`src/rtl/i2c_presc_pkg.sv`:
```
package i2c_presc_pkg;

  typedef enum logic {
    DIV_DOUBLED = 1'b0,   // 2*(THP+1)
    DIV_OFFSET  = 1'b1    // THP+2
  } stage1_mode_e;

  function automatic int unsigned stage1_ratio(stage1_mode_e mode, int unsigned thp);
    return (mode == DIV_OFFSET) ? thp + 2 : 2 * (thp + 1);
  endfunction

endpackage

```
`src/rtl/presc_fixed_div.sv`:
```
module presc_fixed_div
  import i2c_presc_pkg::*;
#(
  parameter stage1_mode_e MODE = DIV_DOUBLED,
  parameter int unsigned  THP  = 3
) (
  input  logic clk_i,
  input  logic rst_ni,
  input  logic clr_i,
  output logic carry_o
);

  if (MODE == DIV_OFFSET) begin : g_offset
    localparam int unsigned RATIO = THP + 2;
    localparam int unsigned CW    = $clog2(RATIO);
    localparam logic [CW-1:0] LAST = CW'(RATIO - 1);
    logic [CW-1:0] cnt_q;

    always_ff @(posedge clk_i or negedge rst_ni) begin
      if (!rst_ni)             cnt_q <= '0;
      else if (clr_i)          cnt_q <= '0;
      else if (cnt_q == LAST)  cnt_q <= '0;
      else                     cnt_q <= cnt_q + 1'b1;
    end

    assign carry_o = !clr_i && (cnt_q == LAST);

    AST_OFFSET_WRAP: assert property (@(posedge clk_i) disable iff (!rst_ni)
      carry_o |=> cnt_q == '0) else $error("stage1 offset wrap");
  end else begin : g_doubled
    localparam int unsigned HALF = THP + 1;
    localparam int unsigned CW   = (HALF > 1) ? $clog2(HALF) : 1;
    localparam logic [CW-1:0] LAST = CW'(HALF - 1);
    logic [CW-1:0] cnt_q;
    logic          half_q;
    logic          half_end;

    assign half_end = (cnt_q == LAST);

    always_ff @(posedge clk_i or negedge rst_ni) begin
      if (!rst_ni) begin
        cnt_q  <= '0;
        half_q <= 1'b0;
      end else if (clr_i) begin
        cnt_q  <= '0;
        half_q <= 1'b0;
      end else if (half_end) begin
        cnt_q  <= '0;
        half_q <= ~half_q;
      end else begin
        cnt_q  <= cnt_q + 1'b1;
      end
    end

    assign carry_o = !clr_i && half_end && half_q;

    AST_DOUBLED_WRAP: assert property (@(posedge clk_i) disable iff (!rst_ni)
      carry_o |=> (cnt_q == '0 && !half_q)) else $error("stage1 doubled wrap");
  end

endmodule

```
`src/rtl/presc_stage_cnt.sv`:
```
module presc_stage_cnt #(
  parameter int unsigned W = 4
) (
  input  logic         clk_i,
  input  logic         rst_ni,
  input  logic         clr_i,
  input  logic         adv_i,
  input  logic [W-1:0] limit_i,
  output logic         carry_o
);

  logic [W-1:0] cnt_q;
  logic         at_limit;

  assign at_limit = (cnt_q == limit_i);

  always_ff @(posedge clk_i or negedge rst_ni) begin
    if (!rst_ni)      cnt_q <= '0;
    else if (clr_i)   cnt_q <= '0;
    else if (adv_i)   cnt_q <= at_limit ? '0 : cnt_q + 1'b1;
  end

  assign carry_o = !clr_i && adv_i && at_limit;

  AST_CNT_IN_RANGE: assert property (@(posedge clk_i) disable iff (!rst_ni)
    cnt_q <= limit_i) else $error("stage counter beyond limit");
  AST_CNT_WRAP: assert property (@(posedge clk_i) disable iff (!rst_ni)
    carry_o |=> cnt_q == '0) else $error("stage counter wrap");

endmodule

```
`src/rtl/presc_phase_cnt.sv`:
```
module presc_phase_cnt #(
  parameter int unsigned PHASES = 10,
  localparam int unsigned PW    = $clog2(PHASES)
) (
  input  logic          clk_i,
  input  logic          rst_ni,
  input  logic          clr_i,
  input  logic          adv_i,
  output logic          tick_o,
  output logic [PW-1:0] phase_o
);

  localparam logic [PW-1:0] LAST = PW'(PHASES - 1);

  logic [PW-1:0] next_q;
  logic [PW-1:0] phase_q;
  logic          tick_q;

  always_ff @(posedge clk_i or negedge rst_ni) begin
    if (!rst_ni) begin
      next_q  <= '0;
      phase_q <= '0;
      tick_q  <= 1'b0;
    end else if (clr_i) begin
      next_q  <= '0;
      phase_q <= '0;
      tick_q  <= 1'b0;
    end else begin
      tick_q <= adv_i;
      if (adv_i) begin
        phase_q <= next_q;
        next_q  <= (next_q == LAST) ? '0 : next_q + 1'b1;
      end
    end
  end

  assign tick_o  = tick_q;
  assign phase_o = phase_q;

  AST_TICK_PULSE: assert property (@(posedge clk_i) disable iff (!rst_ni)
    tick_o |=> !tick_o) else $error("tick wider than one cycle");
  AST_PHASE_RANGE: assert property (@(posedge clk_i) disable iff (!rst_ni)
    phase_o <= LAST) else $error("phase out of range");
  AST_PHASE_HOLD: assert property (@(posedge clk_i) disable iff (!rst_ni)
    !tick_o && !$past(clr_i) |-> $stable(phase_o)) else $error("phase moved without tick");

endmodule

```
`src/rtl/i2c_tick_prescaler.sv`:
```
module i2c_tick_prescaler
  import i2c_presc_pkg::*;
#(
  parameter stage1_mode_e STAGE1_MODE = DIV_DOUBLED,
  parameter int unsigned  THP         = 3,
  parameter int unsigned  M_W         = 4,
  parameter int unsigned  N_W         = 3,
  parameter int unsigned  PHASES      = 10,
  localparam int unsigned CFG_W       = M_W + N_W + 1,
  localparam int unsigned PH_W        = $clog2(PHASES)
) (
  input  logic             clk_i,
  input  logic             rst_ni,
  input  logic             enable_i,
  input  logic             cfg_we_i,
  input  logic [CFG_W-1:0] cfg_data_i,
  output logic             tick_o,
  output logic [PH_W-1:0]  phase_o
);

  localparam int unsigned P2_W = (1 << N_W) - 1;
  localparam logic [P2_W-1:0] P2_ONE = P2_W'(1);

  logic [M_W-1:0]  cfg_m_q;
  logic [N_W-1:0]  cfg_n_q;
  logic [P2_W-1:0] p2_limit;
  logic            clr;
  logic            c1, c2, c3;

  always_ff @(posedge clk_i or negedge rst_ni) begin
    if (!rst_ni) begin
      cfg_m_q <= '0;
      cfg_n_q <= '0;
    end else if (cfg_we_i) begin
      cfg_n_q <= cfg_data_i[N_W-1:0];
      cfg_m_q <= cfg_data_i[N_W +: M_W];
    end
  end

  assign clr      = !enable_i || cfg_we_i;
  // 2^N - 1; N = full width wraps to all ones
  assign p2_limit = (P2_ONE << cfg_n_q) - P2_ONE;

  presc_fixed_div #(.MODE(STAGE1_MODE), .THP(THP)) i_stage1 (
    .clk_i, .rst_ni, .clr_i(clr), .carry_o(c1)
  );

  presc_stage_cnt #(.W(P2_W)) i_stage_pow2 (
    .clk_i, .rst_ni, .clr_i(clr), .adv_i(c1), .limit_i(p2_limit), .carry_o(c2)
  );

  presc_stage_cnt #(.W(M_W)) i_stage_lin (
    .clk_i, .rst_ni, .clr_i(clr), .adv_i(c2), .limit_i(cfg_m_q), .carry_o(c3)
  );

  presc_phase_cnt #(.PHASES(PHASES)) i_phase (
    .clk_i, .rst_ni, .clr_i(clr), .adv_i(c3), .tick_o, .phase_o
  );

  AST_IDLE_NO_TICK: assert property (@(posedge clk_i) disable iff (!rst_ni)
    !enable_i |=> (!tick_o && phase_o == '0)) else $error("tick while disabled");
  AST_CFG_RESTART: assert property (@(posedge clk_i) disable iff (!rst_ni)
    cfg_we_i |=> (!tick_o && phase_o == '0)) else $error("write did not restart");
  AST_CFG_LATCH: assert property (@(posedge clk_i) disable iff (!rst_ni)
    cfg_we_i |=> cfg_m_q == $past(cfg_data_i[N_W +: M_W])) else $error("M not latched");

endmodule

```
`config.mk`:
```
export PLATFORM = sky130hd
export DESIGN_NAME = i2c_tick_prescaler
export DESIGN_NICKNAME = d
export VERILOG_FILES = /design/src/rtl/i2c_presc_pkg.sv /design/src/rtl/presc_fixed_div.sv /design/src/rtl/presc_stage_cnt.sv /design/src/rtl/presc_phase_cnt.sv /design/src/rtl/i2c_tick_prescaler.sv
export SDC_FILE = /design/constraint.sdc
export NUM_CORES = 1
export LEC_CHECK = 0
export ABC_AREA = 1
export BUFFER_PORTS_ARGS = -buffer_cell sky130_fd_sc_hd__buf_2
export CAP_MARGIN = 5
export CORE_MARGIN = 2
export CORE_UTILIZATION = 40
export CTS_BUF_LIST = sky130_fd_sc_hd__clkbuf_16
export DETAILED_ROUTE_END_ITERATION = 8
export MAX_ROUTING_LAYER = met4
export SKIP_CTS_REPAIR_TIMING = 1
export SYNTH_ARGS = -nofsm -noshare
export SYNTH_HDL_FRONTEND = slang
export SYNTH_SLANG_ARGS = --single-unit
```
`constraint.sdc`:
```
create_clock -name clk_i -period 2.7 [get_ports clk_i]
set_input_delay 0.405 -clock clk_i [delete_from_list [all_inputs] [get_ports clk_i]]
set_output_delay 0.405 -clock clk_i [all_outputs]
set_load 0.05 [all_outputs]
```
==> summary.md <==
| Metric | Value |
|---|---|
| DRT iter0 DRCs | `45` |
| Max Fclk | `between 600 and 700 MHz` |
| Ant. Diodes | `0` |
| Final Non-Filler Cells | `between 200 and 300` |
| RSZ-0062 raised after global routing | `false` |
| Critical path class | `reg -> reg` |
| PD cells | `around 560 mW/mm²` |
| Die X | `69.30 µm` |
| RePlAce Congestion | `slightly above 0.8` |
| Hold_ws | `approximately 0.17 ns` |
| Crit path max fanout | `10` |
| Via density | `4.886` |
| Total Power | `1.098 mW` |
| Final Hold Viols | `0` |
| First-pass GRT wire length | `around 5700 µm` |
| Initial antenna violation count | `0` |
| Clk slew on worst S/H paths | `~0.050 ns` |
| H-tree levels | `2` |
| DRT Wirelength | `3220 µm` |
| Drc violations | `0` |
| Max cap viols | `0` |
| Cell count after synthesis | `213` |
| Switching share of power | `approximately a quarter` |
| Port bufs | `15` |
| Final Setup Violations | `0` |
| Vias in the first global route | `around 1300` |
| Leakage power | `roughly 1 nW` |
| Measured slew at the worst slew-check pin | `approximately 0.67 ns` |
| FP Rows | `23` |
| Yosys top cell area share | `44.02%` |
| GRT overflow | `0` |
| Startpoint types | `flop` |
| Worst path required time | `2.86 ns` |
| Mapped Avg Cell Area | `around 8.0 µm²` |
| Psw | `around 0.27 mW` |
| Total CTS buffers | `5` |
| Sequential-to-total area share from yosys stat | `between 40 and 50%` |
| Slew HR | `between 50 and 60%` |
| Hpwl dp | `between 2000 and 2500 µm` |
| Outcome | `finished clean` |
| Post-synthesis net count | `230` |
| Minimum clock period | `about 1.6 ns` |
| Synth warn | `0` |
| Combinational fraction of design power | `approximately 9.0%` |
| Final period util | `60.79%` |
| Starting density of the core | `about 42%` |
| R2R depth | `7` |
| Crit path arrival time | `between 1.5 and 2 ns` |
| Share of cells above drive strength 1 | `between 10% and 20%` |
| Core ar. | `slightly above 0.004 mm²` |
| Setup TNS | `0 ns` |
| Pin count of the biggest net entering global routing | `31` |
| I/O pin count | `17` |
| Via count | `roughly 1400` |
| Clock Power Share | `about 47%` |
| Filler cells | `between 300 and 400` |
| Area grow syn2layout | `14.97%` |
| Reg2Reg Setup Slack | `about 1.1 ns` |
| Largest area contributor in the netlist | `dfrtp_1` |
| Synth top area cells | `dfrtp_1, nand2_1, nand3_1` |
| Post-Route Utilization | `between 40% and 50%` |
| FF+latch area | `approximately 750 µm²` |
| Netlist Area Pre-Place | `between 0.0015 and 0.002 mm²` |
| CTS tree | `yes` |
| CTS sink count | `30` |
| Clock root buffer master | `clkbuf_16` |
| Routed len/inst | `between 10 and 15 µm` |
| Multi-input gate area | `between 800 and 900 µm²` |
| Worst Hold Class | `in -> async` |
| Yosys cell types | `25` |
| First-pass DRT Iterations | `4` |
| Clk Latency, worst-skew pair | `0.28 ns` |
| Chip height | `between 60 and 70 µm` |
| Peak VDD IR | `0.2840 mV` |
| Placed Cells incl. Taps | `roughly 270` |
| Die area | `0.004802 mm²` |
| Antenna-violating nets left | `0` |
| Sequential cell fraction of total power | `a little over two fifths` |
| CTS Buffer Depth | `2` |
| Skew final | `slightly below 0.006 ns` |
| GRT Util Overall | `roughly 16%` |
| Cell-internal power | `about 0.83 mW` |
| Final Max Slew Viols | `0` |
| Layout Nets | `between 200 and 250` |
| Worst setup EP type | `flop` |
| Yosys reg bits | `30` |
==> per-layer routing <==
| metal | wire length [µm] | global-route usage (%) | part of all wire, % |
|---|---|---|---|
| met3 | 150 | 5.378 | 4.7 |
| met2 | 1404 | 21.26 | 44 |
| met1 | 1603 | 20.89 | 50 |
| met4 | 61 | 6.536 | 1.9 |
| met5 | 0 | - | 0 |
==> critical path, stage by stage, from the launching register on <==
cell     delay [ns]
dfrtp_1        0.52
inv_1          0.12
nand3_1        0.10
nand2_1        0.07
nor2_1         0.29
nand2_1        0.15
nand2_1        0.19
o21ai_1        0.08
==> cell usage after synthesis <==
master	n
dfrtp_1	30
clkbuf_1	2
inv_1	19
o21ai_1	9
nor2_1	16
nor2_4	2
nand3b_1	1
mux2_2	2
nand4_4	1
nor3_4	1
xnor2_1	4
buf_2	4
nor3_1	2
nand3_2	1
or2_1	1
nand3_1	26
inv_2	1
buf_4	1
nand4_1	10
nand2_1	56
a21oi_1	3
ha_1	5
xor2_1	7
nor2_2	1
o21ai_0	8
==> worst paths after layout <==
kind / startpoint / to
min reg2reg: i_stage1.g_doubled.cnt_q[0] / i_stage1.g_doubled.cnt_q[0]
max reg2reg: cfg_n_q[2] / i_stage_pow2.cnt_q[6]
max in group asynchronous: rst_ni / cfg_m_q[1]
max: cfg_n_q[2] / i_stage_pow2.cnt_q[6]
min: rst_ni / i_phase.next_q[3]
min in group clk_i: cfg_data_i[5] / cfg_m_q[2]
==> state kept, by name (all words and copies together), names as in the netlist <==
register and count:
i_stage1.g_doubled.half_q 1, cfg_m_q 4, i_stage1.g_doubled.cnt_q 2, cfg_n_q 3, i_stage_pow2.cnt_q 7, i_phase.tick_o 1, i_phase.phase_o 4, i_phase.next_q 4
i_stage_lin.cnt_q 4
==> cell families (layout without fill, tap and decap cells) <==
logic type      after synthesis  after routing  share of synthesized area (%)
simple gates                118            118                          33.02
flops                        30             30                          44.02
buf+inv                      27             45                          6.457
compound gates               20             20                          5.869
xor+xnor                     11             11                          5.649
fa+ha+maj                     5              5                          3.668
mux                           2              2                          1.321
==> area by class of cell <==
| type | count | area share (%) |
|---|---|---|
| Clock buffer | 5 | 6.382 |
| Multi-Input combinational cell | 156 | 43.08 |
| Sequential cell | 30 | 38.29 |
| Tap cell | 50 | 3.191 |
| Inverter | 20 | 3.829 |
| Timing Repair Buffer | 17 | 4.595 |
| Clock inverter | 3 | 0.6382 |
==> power by group through the flow <==
stage          registers (mW)  logic, mW  clock network [mW]
2_1_floorplan           0.481     0.0751                   0
3_3_place_gp            0.487     0.0990                   0
3_5_place_dp            0.488      0.100                   0
4_1_cts                 0.480      0.101               0.533
5_1_grt                 0.483      0.115               0.554
6_report                0.481     0.0985               0.519
==> per-stage QoR <==
stage | setup slack, ns | instance area, µm²
3_5_place_dp | 0.7600 | 1823
3_3_place_gp | 0.7698 | 1823
6_report | 1.059 | 1961
5_1_grt | 0.8664 | 1961
2_1_floorplan | 1.247 | 1705
4_1_cts | 1.025 | 1961
==> cell usage in the layout, fill, tap and decap left out <==
cell type / instances
a21oi_1: 3
buf_2: 15
buf_4: 2
clkbuf_16: 5
clkinv_1: 1
clkinv_2: 1
dfrtp_1: 30
ha_1: 5
inv_1: 20
inv_2: 1
mux2_2: 2
nand2_1: 56
nand3_1: 26
nand3_2: 1
nand3b_1: 1
nand4_1: 10
nand4_4: 1
nor2_1: 16
nor2_2: 1
nor2_4: 2
nor3_1: 2
nor3_4: 1
o21ai_0: 8
o21ai_1: 9
or2_1: 1
xnor2_1: 4
xor2_1: 7
No activity file was read; power rests on OpenSTA's default activity.
